--- src/rtl/tmr_evt_pkg.sv ---
package tmr_evt_pkg;
  // per-channel request toward the flag register
  typedef struct packed {
    logic set;
    logic clr;
  } chan_req_t;
endpackage

--- src/rtl/tmr_rst_sync.sv ---
module tmr_rst_sync (
  input  logic clk,
  input  logic rst_n,
  output logic rst_q
);
  logic meta_q;

  always_ff @(posedge clk or negedge rst_n) begin
    if (!rst_n) begin
      meta_q <= 1'b0;
      rst_q  <= 1'b0;
    end else begin
      meta_q <= 1'b1;
      rst_q  <= meta_q;
    end
  end
endmodule

--- src/rtl/tmr_evt_chan.sv ---
module tmr_evt_chan #(
  parameter int unsigned DLY_W = 8
) (
  input  logic             clk,
  input  logic             rst_q,
  input  logic             cap_evt,
  input  logic             pair_on,
  input  logic             dly_on,
  input  logic [DLY_W-1:0] dly_cycles,
  output logic             set_out
);
  localparam logic [DLY_W-1:0] CNT_ZERO = '0;
  localparam logic [DLY_W-1:0] CNT_ONE  = {{(DLY_W-1){1'b0}}, 1'b1};

  logic             half_q, half_d;
  logic [DLY_W-1:0] cnt_q, cnt_d;
  logic             qual;

  // pairing stage: first capture only arms, second one passes
  always_comb begin
    half_d = half_q;
    qual   = cap_evt;
    if (!pair_on) begin
      half_d = 1'b0;
    end else if (cap_evt) begin
      half_d = ~half_q;
      qual   = half_q;
    end
  end

  // delay stage
  always_comb begin
    cnt_d   = cnt_q;
    set_out = 1'b0;
    if (!dly_on) begin
      cnt_d   = CNT_ZERO;
      set_out = qual;
    end else if (cnt_q != CNT_ZERO) begin
      cnt_d   = cnt_q - CNT_ONE;
      set_out = (cnt_q == CNT_ONE);
    end else if (qual) begin
      if (dly_cycles == CNT_ZERO) set_out = 1'b1;
      else                        cnt_d   = dly_cycles;
    end
  end

  always_ff @(posedge clk or negedge rst_q) begin
    if (!rst_q) begin
      half_q <= 1'b0;
      cnt_q  <= CNT_ZERO;
    end else begin
      half_q <= half_d;
      cnt_q  <= cnt_d;
    end
  end
endmodule

--- src/rtl/tmr_flag_bank.sv ---
module tmr_flag_bank #(
  parameter int unsigned NCH = 8
) (
  input  logic           clk,
  input  logic           rst_q,
  input  logic [NCH-1:0] set_vec,
  input  logic [NCH-1:0] clr_vec,
  output logic [NCH-1:0] flags
);
  logic [NCH-1:0] flags_d;
  logic           upd;

  // set has priority over clear
  always_comb begin
    flags_d = (flags & ~clr_vec) | set_vec;
    upd     = (|set_vec) | (|clr_vec);
  end

  always_ff @(posedge clk or negedge rst_q) begin
    if (!rst_q)   flags <= '0;
    else if (upd) flags <= flags_d;
  end
endmodule

--- src/rtl/tmr_irq_gen.sv ---
module tmr_irq_gen #(
  parameter int unsigned NCH = 8
) (
  input  logic           clk,
  input  logic           rst_q,
  input  logic [NCH-1:0] flags,
  input  logic [NCH-1:0] irq_en,
  output logic           irq
);
  logic irq_d;

  always_comb irq_d = |(flags & irq_en);

  always_ff @(posedge clk or negedge rst_q) begin
    if (!rst_q) irq <= 1'b0;
    else        irq <= irq_d;
  end
endmodule

--- src/rtl/tmr_evt_flags.sv ---
module tmr_evt_flags #(
  parameter int unsigned NCH     = 8,
  parameter int unsigned DLY_W   = 8,
  parameter int unsigned PA8_CH  = 4,
  parameter int unsigned PA16_CH = 0
) (
  input  logic              clk,
  input  logic              rst_n,
  input  logic [NCH-1:0]    cap_evt,
  input  logic              pa16_evt,
  input  logic [PA8_CH-1:0] pa8_evt,
  input  logic [NCH-1:0]    dly_en,
  input  logic [DLY_W-1:0]  dly_cycles,
  input  logic              pair_mode,
  input  logic [NCH-1:0]    ovw_prot,
  input  logic              wr_en,
  input  logic [NCH-1:0]    wr_data,
  input  logic              fast_clr,
  input  logic [NCH-1:0]    acc_stb,
  input  logic [NCH-1:0]    irq_en,
  output logic [NCH-1:0]    rd_data,
  output logic              irq
);
  import tmr_evt_pkg::*;

  logic           rst_q;
  logic [NCH-1:0] cap_set;
  logic [NCH-1:0] set_vec;
  logic [NCH-1:0] clr_vec;
  logic [NCH-1:0] flags;
  chan_req_t      req [NCH];

  tmr_rst_sync u_rst (
    .clk   (clk),
    .rst_n (rst_n),
    .rst_q (rst_q)
  );

  for (genvar i = 0; i < NCH; i++) begin : g_ch
    logic aux_set;

    tmr_evt_chan #(.DLY_W(DLY_W)) u_chan (
      .clk        (clk),
      .rst_q      (rst_q),
      .cap_evt    (cap_evt[i]),
      .pair_on    (pair_mode & ovw_prot[i]),
      .dly_on     (dly_en[i]),
      .dly_cycles (dly_cycles),
      .set_out    (cap_set[i])
    );

    if (i < PA8_CH && i == PA16_CH) begin : g_both
      assign aux_set = pa8_evt[i] | pa16_evt;
    end else if (i < PA8_CH) begin : g_pa8
      assign aux_set = pa8_evt[i];
    end else if (i == PA16_CH) begin : g_pa16
      assign aux_set = pa16_evt;
    end else begin : g_none
      assign aux_set = 1'b0;
    end

    always_comb begin
      req[i].set = cap_set[i] | aux_set;
      req[i].clr = fast_clr ? acc_stb[i] : (wr_en & wr_data[i]);
      set_vec[i] = req[i].set;
      clr_vec[i] = req[i].clr;
    end
  end

  tmr_flag_bank #(.NCH(NCH)) u_bank (
    .clk     (clk),
    .rst_q   (rst_q),
    .set_vec (set_vec),
    .clr_vec (clr_vec),
    .flags   (flags)
  );

  tmr_irq_gen #(.NCH(NCH)) u_irq (
    .clk    (clk),
    .rst_q  (rst_q),
    .flags  (flags),
    .irq_en (irq_en),
    .irq    (irq)
  );

  assign rd_data = flags;
endmodule

--- config.mk ---
export PLATFORM = sky130hd
export DESIGN_NAME = tmr_evt_flags
export DESIGN_NICKNAME = d
export VERILOG_FILES = /design/src/rtl/tmr_evt_pkg.sv /design/src/rtl/tmr_rst_sync.sv /design/src/rtl/tmr_evt_chan.sv /design/src/rtl/tmr_flag_bank.sv /design/src/rtl/tmr_irq_gen.sv /design/src/rtl/tmr_evt_flags.sv
export SDC_FILE = /design/constraint.sdc
export NUM_CORES = 1
export LEC_CHECK = 0
export ABC_AREA = 0
export BUFFER_PORTS_ARGS = -buffer_cell sky130_fd_sc_hd__buf_2
export CORE_AREA = 5 5 145 92
export CTS_CLUSTER_DIAMETER = 150
export DETAILED_ROUTE_END_ITERATION = 10
export DIE_AREA = 0 0 150 97
export PLACE_DENSITY = 0.74
export SLEW_MARGIN = 20
export SYNTH_ARGS = -nofsm -noshare
export SYNTH_HDL_FRONTEND = slang
export SYNTH_SLANG_ARGS = --single-unit
--- constraint.sdc ---
create_clock -name clk -period 2.45 [get_ports clk]
set_clock_uncertainty 0.1 [all_clocks]
set_input_delay 0.1225 -clock clk [delete_from_list [all_inputs] [get_ports clk]]
set_output_delay 0.1225 -clock clk [all_outputs]
set_load 0.05 [all_outputs]
=== Word level (Yosys, flattened, before mapping) ===
Cells that the tools add are included.

* Word-level logic and storage cells: 204
* Memories kept: 0
* Input port bits: 66
* RAM bits: 0
* Latch bits: 0
* Output and inout bits: 9
* Register bits: 83
* Memory bits (read-only): 0

* Muxes and demuxes: 90
* Shifts and indexed selects: 0
* $lt $le $gt $ge: 0
* Eq/ne operators: 32
* Reductions and logical operators: 20
* Multiply operators: 0
* Div/mod/pow operators: 0
* Bitwise logic cells: 34
* Add/subtract/negate cells: 8

{| class="wikitable"
|+ Operator list
! kind !! count
|-
| 8-bit two-way mux || 25
|-
| 1-bit two-way mux || 65
|-
| 8-bit by 1-bit == test with 1-bit output, second input constant || 8
|-
| 8-bit nonzero test || 8
|-
| 8-bit by 1-bit subtractor with 8-bit output, second input constant || 8
|-
| 3-bit by 1-bit inequality test with 1-bit output, second input constant || 8
|-
| 3-bit by 2-bit inequality test with 1-bit output, second input constant || 8
|-
| 8-bit OR reduction || 3
|-
| 1-bit AND || 16
|-
| 8-bit AND || 2
|-
| 2-bit inequality test, second input constant || 8
|-
| 2-bit AND reduction || 8
|-
| 8-bit zero test || 1
|-
| 1-bit inverter || 8
|-
| 8-bit inverter || 1
|-
| 8-bit bitwise OR || 1
|-
| 1-bit bitwise OR || 6
|}

=== Logic depth before layout (Yosys ltp) ===
Gate-level depths: netlist of the first run.

* Word-level depth: 8
* Depth in mapped cells: 7
* Mapped depth without buffers: 6

=== By module ===
Synthesis of the first run repeated with hierarchy kept, for this count alone.

* Cells, all modules: 600
* Area total of the unflattened synthesis: 5700.5 µm²

{| class="wikitable"
|+ By module, submodules not included
! module !! area each (µm²) !! times used !! cells each !! sequential area each (µm²)
|-
| tmr_evt_chan at g_ch[0].u_chan ... || 634.4 || 6 || 66 || 225.2
|-
| tmr_evt_chan at g_ch[6].u_chan || 655.6 || 1 || 71 || 225.2
|-
| tmr_evt_chan at g_ch[7].u_chan || 648.1 || 1 || 75 || 225.2
|-
| tmr_flag_bank || 290.3 || 1 || 24 || 200.2
|-
| tmr_evt_flags || 185.2 || 1 || 25 || 0.0
|-
| tmr_irq_gen || 61.3 || 1 || 6 || 25.0
|-
| tmr_rst_sync || 53.8 || 1 || 3 || 50.0
|}

=== Worst setup path after synthesis of the first run ===
No wires, ideal clock.

* Kind: reg2reg
* Start: reg g_ch[2].u_chan.cnt_q[4]
* End: reg g_ch[2].u_chan.cnt_q[2]
* Setup slack: 671 ps
* Required time: 2263 ps
* Path buffers: 1
* Arrival: 1592 ps
* Period minus slack after synthesis: 1779 ps
* Library setup time: 87 ps
* Stages on the path, launching flop included: 6
* Cell sequence: dfrtp_1 or4_1 buf_2 nor4_4 nor2_1 a211oi_2

* Cells in the longest elaborated chain, start to end: 3
* Elaborated cells between the ends (all ways): 6
* Those cells by class: 2 x eq/ne; 2 x mux; 2 x reduce/logical

{| class="wikitable"
|+ RTL lines
! item !! RTL line !! source
|-
| from (decl) || tmr_evt_chan.sv:16 || <nowiki>logic [DLY_W-1:0] cnt_q, cnt_d;</nowiki>
|-
| from (signal assigned) || tmr_evt_chan.sv:53 || <nowiki>cnt_q <= cnt_d;</nowiki>
|-
| 8-bit nonzero test (*) || tmr_evt_chan.sv:38 || <nowiki>end else if (cnt_q != CNT_ZERO) begin</nowiki>
|-
| 3-bit by 1-bit inequality test with 1-bit output (no line), or another cell as far along || -- ||
|-
| 2-bit AND reduction (no line) / 8-bit two-way mux (equally long branches) || -- ||
|}

Every way passes the cells marked *; elsewhere a longest branch is shown, timed or not.
A chain may end at the register's enable or synchronous reset.

=== Worst setup path in the final report of the first run ===
Same ends and word-level chain as after synthesis.

==> results of run 1 <==
==> metal layers <==
metal,global-route usage [%],wire length (um),vias up
met4,9.00,559,0
met3,6.45,1330,43
met2,32.0,6910,217
met5,0,0,-
li1,-,-,2333
met1,30.0,6780,2389
==> flip-flops by register name, summed over array words and instances, names as in the netlist <==
name,cells
g_ch.u_chan.half_q,8
u_irq.irq,1
u_rst.rst_q,1
g_ch.u_chan.cnt_q,64
u_rst.meta_q,1
u_bank.flags,8
==> report_power, final <==
group	switching (mW)	leakage, nW	internal, mW	total, mW
Combinational	2.05	1.61	1.57	3.62
Sequential	0.619	1.07	1.84	2.46
Clock	0.520	0.118	0.684	1.20
Total	3.19	2.79	4.10	7.28
==> cells in the final DEF (no fill, tap or decap), types with 23 or more instances in the layout <==
cell	instances
dfrtp_1	82
buf_2	74
nand2_1	60
a21oi_1	46
dlygate4sd3_1	32
nor2_1	30
inv_1	27
nand3_1	26
xnor2_1	24
ha_1	24
o21ai_0	23
==> final cells by class <==
class / count / area [um2]
clock buffer: 15 / 248
fill: 1094 / 5500
inverter: 28 / 105
multi-input combinational: 447 / 2910
sequential: 83 / 2080
tap: 165 / 206
timing repair buffer: 111 / 741
==> repair_timing <==
item                                   4_1_cts  5_1_grt
setup buffers                                0        0
hold buffers                                32        0
endpoints found under the hold margin       29        0
==> worst max path at each step <==
stage                                                     end  slack [ns]  cells after the start
after global placement    g_ch[2].u_chan.cnt_q[2]$_DFFE_PN0P_        0.51                      4
after CTS                 g_ch[2].u_chan.cnt_q[2]$_DFFE_PN0P_        0.40                      4
after detailed placement  g_ch[2].u_chan.cnt_q[2]$_DFFE_PN0P_        0.42                      4
after floorplan           g_ch[2].u_chan.cnt_q[2]$_DFFE_PN0P_        0.67                      5
after global routing      g_ch[2].u_chan.cnt_q[2]$_DFFE_PN0P_        0.28                      4
final                     g_ch[2].u_chan.cnt_q[2]$_DFFE_PN0P_        0.41                      4
==> per-stage QoR <==
stage               instances  worst slack, ns
floorplan                 578            0.671
global placement          802            0.510
detailed placement        802            0.416
CTS                       849            0.402
global route              849            0.277
finish                    849            0.406
==> worst max-delay path, cell delays in order (launching register included) <==
cell	delay (ns)
dfrtp_1	0.40
or4_1	0.71
nor4_4	0.42
nor2_1	0.12
a211oi_2	0.20
==> kinds of logic (layout without fill, tap and decap cells) <==
| group | count (synthesis) | in the layout | share of synthesized area [%] |
|---|---|---|---|
| xor gates and xnor gates | 41 | 41 | 6.91 |
| adders and majority gates | 24 | 24 | 5.78 |
| AOI/OAI and AO/OA | 172 | 172 | 21.7 |
| muxes | 4 | 4 | 0.771 |
| buffers and inverters | 48 | 154 | 3.95 |
| and+or+nand+nor | 205 | 205 | 20.9 |
| other | 1 | 1 | 0.0722 |
| DFF | 83 | 83 | 40.0 |
==> results by group, run 1 <==
Outcome
  • Outcome: finished, final reports clean

Drt
  • First-pass iteration count of the detailed router: 5
  • DRT iter0 DRCs: 386
  • Via/cell ratio: 5.87
  • Residual DRC: 0
  • Wire per inst: 18.4 um
  • Via count: 4982
  • Remaining antenna violation count: 0
  • Total Wirelength: 15.6 mm

Logic synthesis
  • Synth warn: 0
  • Synth top area share: 40.0%
  • Largest cells by area after synthesis: dfrtp_1 (40%), ha_1 (5.8%), a21oi_1 (4.4%)
  • Asr flop ratio synth: 100%
  • Post-synth top cells: dfrtp_1 (83), nand2_1 (60), a21oi_1 (46)
  • Register bit total from synthesis: 83
  • Mean area per synthesized cell: 8.99 um2
  • Post-synthesis sequential area ratio: 40.0%
  • Post-Syn Area: 0.00520 mm2
  • Synth Instances: 578
  • Synth cell types: 56
  • Post-Syn Nets: 668
  • Cell accounting for the most synthesized area: dfrtp_1
  • Ys flop type: dfrtp_1
  • Most frequent cell after synthesis: dfrtp_1
  • Post-synth EDFFs: 0

Critical path
  • Worst R2R Setup Slack: 0.41 ns
  • CP Class: register to register
  • Crit Path Max Fanout: 8
  • Reg-to-Reg Start: g_ch[2].u_chan.cnt_q[4]$_DFFE_PN0P_
  • Start point of the critical path: g_ch[2].u_chan.cnt_q[4]$_DFFE_PN0P_
  • Critical Path End Type: register
  • R2r worst-path depth: 4
  • Arr. time, crit path: 2.20 ns
  • Required @ worst endpoint: 2.61 ns
  • R2r endpoint: g_ch[2].u_chan.cnt_q[2]$_DFFE_PN0P_
  • Crit start category: register

Die
  • Die Area: 0.0146 mm2
  • Die height: 97 um
  • Core area: 0.0118 mm2
  • Site Rows: 31
  • # IOs: 75
  • Starting density of the core: 44.1%
  • Die width: 150 um

Clocking
  • CTS buffer count: 9
  • Clk_lat worst skew: 0.34 ns
  • Total clock sinks: 83
  • Clock root buffer: clkbuf_16
  • Clock transition at path regs: 0.06 ns
  • TritonCTS clock tree: built
  • Post-cts resize count: 0
  • CTS Buffer Depth: 2
  • H-tree lvl count: 3

Cells and area
  • ANT cells: 0
  • Share of cells above drive strength 1: 14.6%
  • Synthesis-to-layout area growth: 21.1%
  • Design area: 0.00629 mm2
  • Final core utilization: 53.4%
  • Fin nets: 770

Timing
  • Achievable clock frequency: 489 MHz
  • Final setup viols: 0
  • Worst Hold Slack: 0.0149 ns
  • Period utilisation layout: 83.4%
  • Final hold vios: 0
  • Setup TNS: 0 ns
  • RSZ-0062 raised after global routing: no
  • Slew @ Worst Pin: 0.545 ns
  • Crit path time final: 2.04 ns
  • Max-slew headroom: 63.7%
  • Slew Viols, Final: 0

Placement
  • Final Wtd Congestion: 0.908
  • Area of placed instances: 0.00573 mm2
  • Buffers on Ports: 74
  • Hpwl dp: 11.0 mm

Global routing
  • Number of global-route vias before repair: 4846
  • Gr usage total: 21.8%
  • First-pass GRT wire length: 25.1 mm
  • Initial antenna violation count: 0
  • Largest net degree at the start of global routing: 44
  • Total grt overflow: 0

Power and ir drop
  • Tot Pwr: 7.28 mW
  • Peak supply drop: 0.000505 V
  • PD cells: 1160 mW/mm2
  • Leakage: 2.79 nW

Hold path
  • Min-Delay Path Class: primary input to register
  • Hold Crit Start: dly_en[0]
  • Hold Path Stages: 3
  • Hold endpoint: g_ch[0].u_chan.cnt_q[6]$_DFFE_PN0P_

Flow run
  • Max Cap Viol: 0
(Power assumes the default switching activity.)
==> run 2, diff against run 1 <==
--- a/config.mk
+++ b/config.mk
@@ -5,13 +5,13 @@
 export SDC_FILE = /design/constraint.sdc
 export NUM_CORES = 1
 export LEC_CHECK = 0
-export ABC_AREA = 0
+export ABC_AREA = 1
 export BUFFER_PORTS_ARGS = -buffer_cell sky130_fd_sc_hd__buf_2
-export CORE_AREA = 5 5 145 92
+export CORE_AREA = 5 5 154 97
 export CTS_CLUSTER_DIAMETER = 150
 export DETAILED_ROUTE_END_ITERATION = 10
-export DIE_AREA = 0 0 150 97
-export PLACE_DENSITY = 0.74
+export DIE_AREA = 0 0 159 102
+export PLACE_DENSITY = 0.73
 export SLEW_MARGIN = 20
 export SYNTH_ARGS = -nofsm -noshare
 export SYNTH_HDL_FRONTEND = slang
==> constraint.sdc (replaced) <==
create_clock -name clk -period 1.8 [get_ports clk]
set_clock_uncertainty 0.1 [all_clocks]
set_input_delay 0.09 -clock clk [delete_from_list [all_inputs] [get_ports clk]]
set_output_delay 0.09 -clock clk [all_outputs]
set_load 0.05 [all_outputs]
==> run 2 against run 1 <==
Final area grew 17%. Clock power is 66% higher. Wire length up 9.1%. Highest routed layer unchanged. Sequential share of layout area is 4.7 points lower.
==> results by group, run 2 <==
Clocking
  • Total clock sinks: 83
  • TritonCTS clock tree: built
  • CTS buffer count: 9
  • Post-CTS Setup Inserts: 0
  • H-tree lvl count: 3
  • Clock root buffer: clkbuf_16
  • Clock transition at path regs: 0.06 ns
  • CTS Buffer Depth: 2
  • Clk_lat worst skew: 0.35 ns

Global routing
  • Gr usage total: 21.2%
  • Number of global-route vias before repair: 5593
  • Initial antenna violation count: 0
  • Largest net degree at the start of global routing: 82
  • First-pass GRT wire length: 27.9 mm
  • Total grt overflow: 0

Logic synthesis
  • Post-Syn Area: 0.00586 mm2
  • Most frequent cell after synthesis: nand2_1
  • Synth Instances: 853
  • Register bit total from synthesis: 83
  • Asr flop ratio synth: 100%
  • Synth warn: 0
  • Cell accounting for the most synthesized area: dfrtp_1
  • Ys flop type: dfrtp_1
  • Post-synth EDFFs: 0
  • Mean area per synthesized cell: 6.87 um2
  • Post-synthesis sequential area ratio: 35.4%
  • Post-Syn Nets: 943
  • Post-synth top cells: nand2_1 (242), nand3_1 (130), nor2_1 (112)
  • Synth cell types: 36
  • Largest cells by area after synthesis: dfrtp_1 (35%), nand2_1 (15%), nand3_1 (11%)
  • Synth top area share: 35.4%

Timing
  • Final setup viols: 0
  • Slew Viols, Final: 0
  • Final WS setup: 0.0630 ns
  • Final hold vios: 0
  • RSZ-0062 raised after global routing: no
  • Period utilisation layout: 96.5%
  • Crit path time final: 1.74 ns
  • Achievable clock frequency: 576 MHz
  • Setup TNS: 0 ns

Drt
  • Residual DRC: 0
  • Total Wirelength: 17.0 mm
  • First-pass iteration count of the detailed router: 5
  • DRT iter0 DRCs: 430
  • Remaining antenna violation count: 0
  • Via/cell ratio: 5.14
  • Via count: 6014
  • Wire per inst: 14.5 um

Die
  • Die width: 159 um
  • Starting density of the core: 44.0%
  • # IOs: 75
  • Core area: 0.0133 mm2
  • Site Rows: 33
  • Die height: 102 um
  • Die Area: 0.0162 mm2

Critical path
  • CP Class: register to register
  • Crit Path Max Fanout: 3
  • Arr. time, crit path: 1.88 ns
  • Required @ worst endpoint: 1.94 ns
  • Crit start category: register
  • Critical Path End Type: register

Placement
  • Pre-CTS setup slack: 0.123 ns
  • Final Wtd Congestion: 0.914
  • Buffers on Ports: 74
  • Hpwl dp: 12.1 mm
  • Placed Instances: 1106

Hold path
  • Min-Delay Path Class: primary input to register

Cells and area
  • Largest regs: g_ch.u_chan.cnt_q x64, g_ch.u_chan.half_q x8, u_bank.flags x8
  • Largest Register: g_ch.u_chan.cnt_q
  • Share of cells above drive strength 1: 15.2%
  • Commonest non-fill, non-tap cells in the layout: nand2_1 (240), nand3_1 (130), nor2_1 (112), inv_1 (82), dfrtp_1 (82)
  • Fin nets: 1081
  • ANT cells: 0
  • Max reg flops: 64
  • Final core utilization: 55.0%
  • Synthesis-to-layout area growth: 25.2%
  • Non-Filler Instances: 1171
  • Most common cell after layout, fill and taps aside: nand2_1

Power and ir drop
  • Peak supply drop: 0.000664 V
  • PD cells: 1550 mW/mm2
  • Leakage: 3.73 nW

Outcome
  • Outcome: finished, final reports clean

Flow run
  • Max Cap Viol: 0
run 2: cells by family after synthesis:
group | Yosys count | share of synthesized area (%)
AOI/OAI and AO/OA | 71 | 6.62
and+or+nand+nor | 547 | 41.9
xor gates and xnor gates | 21 | 3.14
DFF | 83 | 35.4
other | 1 | 0.0640
buffers and inverters | 106 | 7.73
adders and majority gates | 24 | 5.12
run 2: where the power goes:
group,switching (mW),internal (mW)
Sequential,0.611,2.47
Combinational,3.90,2.38
Clock,0.771,1.22
run 2: through the flow:
stage,hold slack [ns],area (um2),total power [mW]
after floorplan,-0.306,5860,7.65
after global placement,-0.224,6520,9.00
after detailed placement,-0.220,6520,9.11
after CTS,0.000623,7320,11.2
after global routing,0.0446,7340,12.4
final,0.00935,7340,11.4
run 2: critical path: stages (launching register included):
cell           delay, ns
dfrtp_1             0.40
nand2_1             0.06
nand2_1             0.11
a221oi_1            0.28
dlygate4sd3_1       0.63
nand2_1             0.06
run 2: repair_timing:
item | 4_1_cts | 5_1_grt
endpoints found under the hold margin | 66 | 0
setup endpoints to repair | 0 | 10
hold buffers | 49 | 0
gates resized for setup | 0 | 5
run 2: worst paths after layout:
| check | startpoint | depth (start not counted) | slack, ns | endpoint |
|---|---|---|---|---|
| worst max-delay path | u_bank.flags[3]$_DFFE_PN0P_ | 5 | 0.06 | u_irq.irq$_DFF_PN0_ |
| worst min-delay path | wr_data[1] | 4 | 0.009 | u_bank.flags[1]$_DFFE_PN0P_ |
| worst max register to register | u_bank.flags[3]$_DFFE_PN0P_ | 5 | 0.06 | u_irq.irq$_DFF_PN0_ |
| worst min register to register | u_rst.rst_q$_DFF_PN0_ | 1 | 0.25 | g_ch[2].u_chan.cnt_q[7]$_DFFE_PN0P_ |
| max in group asynchronous | rst_n | 3 | 0.95 | u_rst.rst_q$_DFF_PN0_ |
| min in group asynchronous | u_rst.rst_q$_DFF_PN0_ | 1 | 0.25 | g_ch[2].u_chan.cnt_q[7]$_DFFE_PN0P_ |
run 2: per-layer routing:
layer	share of wire (%)	track usage [%]	wire length [um]	vias up
li1	-	-	-	3032
met5	0	0	0	-
met1	48	30.4	8090	2774
met2	44	32.7	7540	177
met3	5.6	3.79	948	31
met4	2.4	7.14	415	0
run 2: area by class of cell:
type                            count  area, um2
Clock buffer                       12        236
Inverter                           85        319
Sequential cell                    83       2080
Fill cell                        1280       6000
Multi-Input combinational cell    664       3340
Tap cell                          175        219
Timing Repair Buffer              148       1060
Clock inverter                      4       75.1
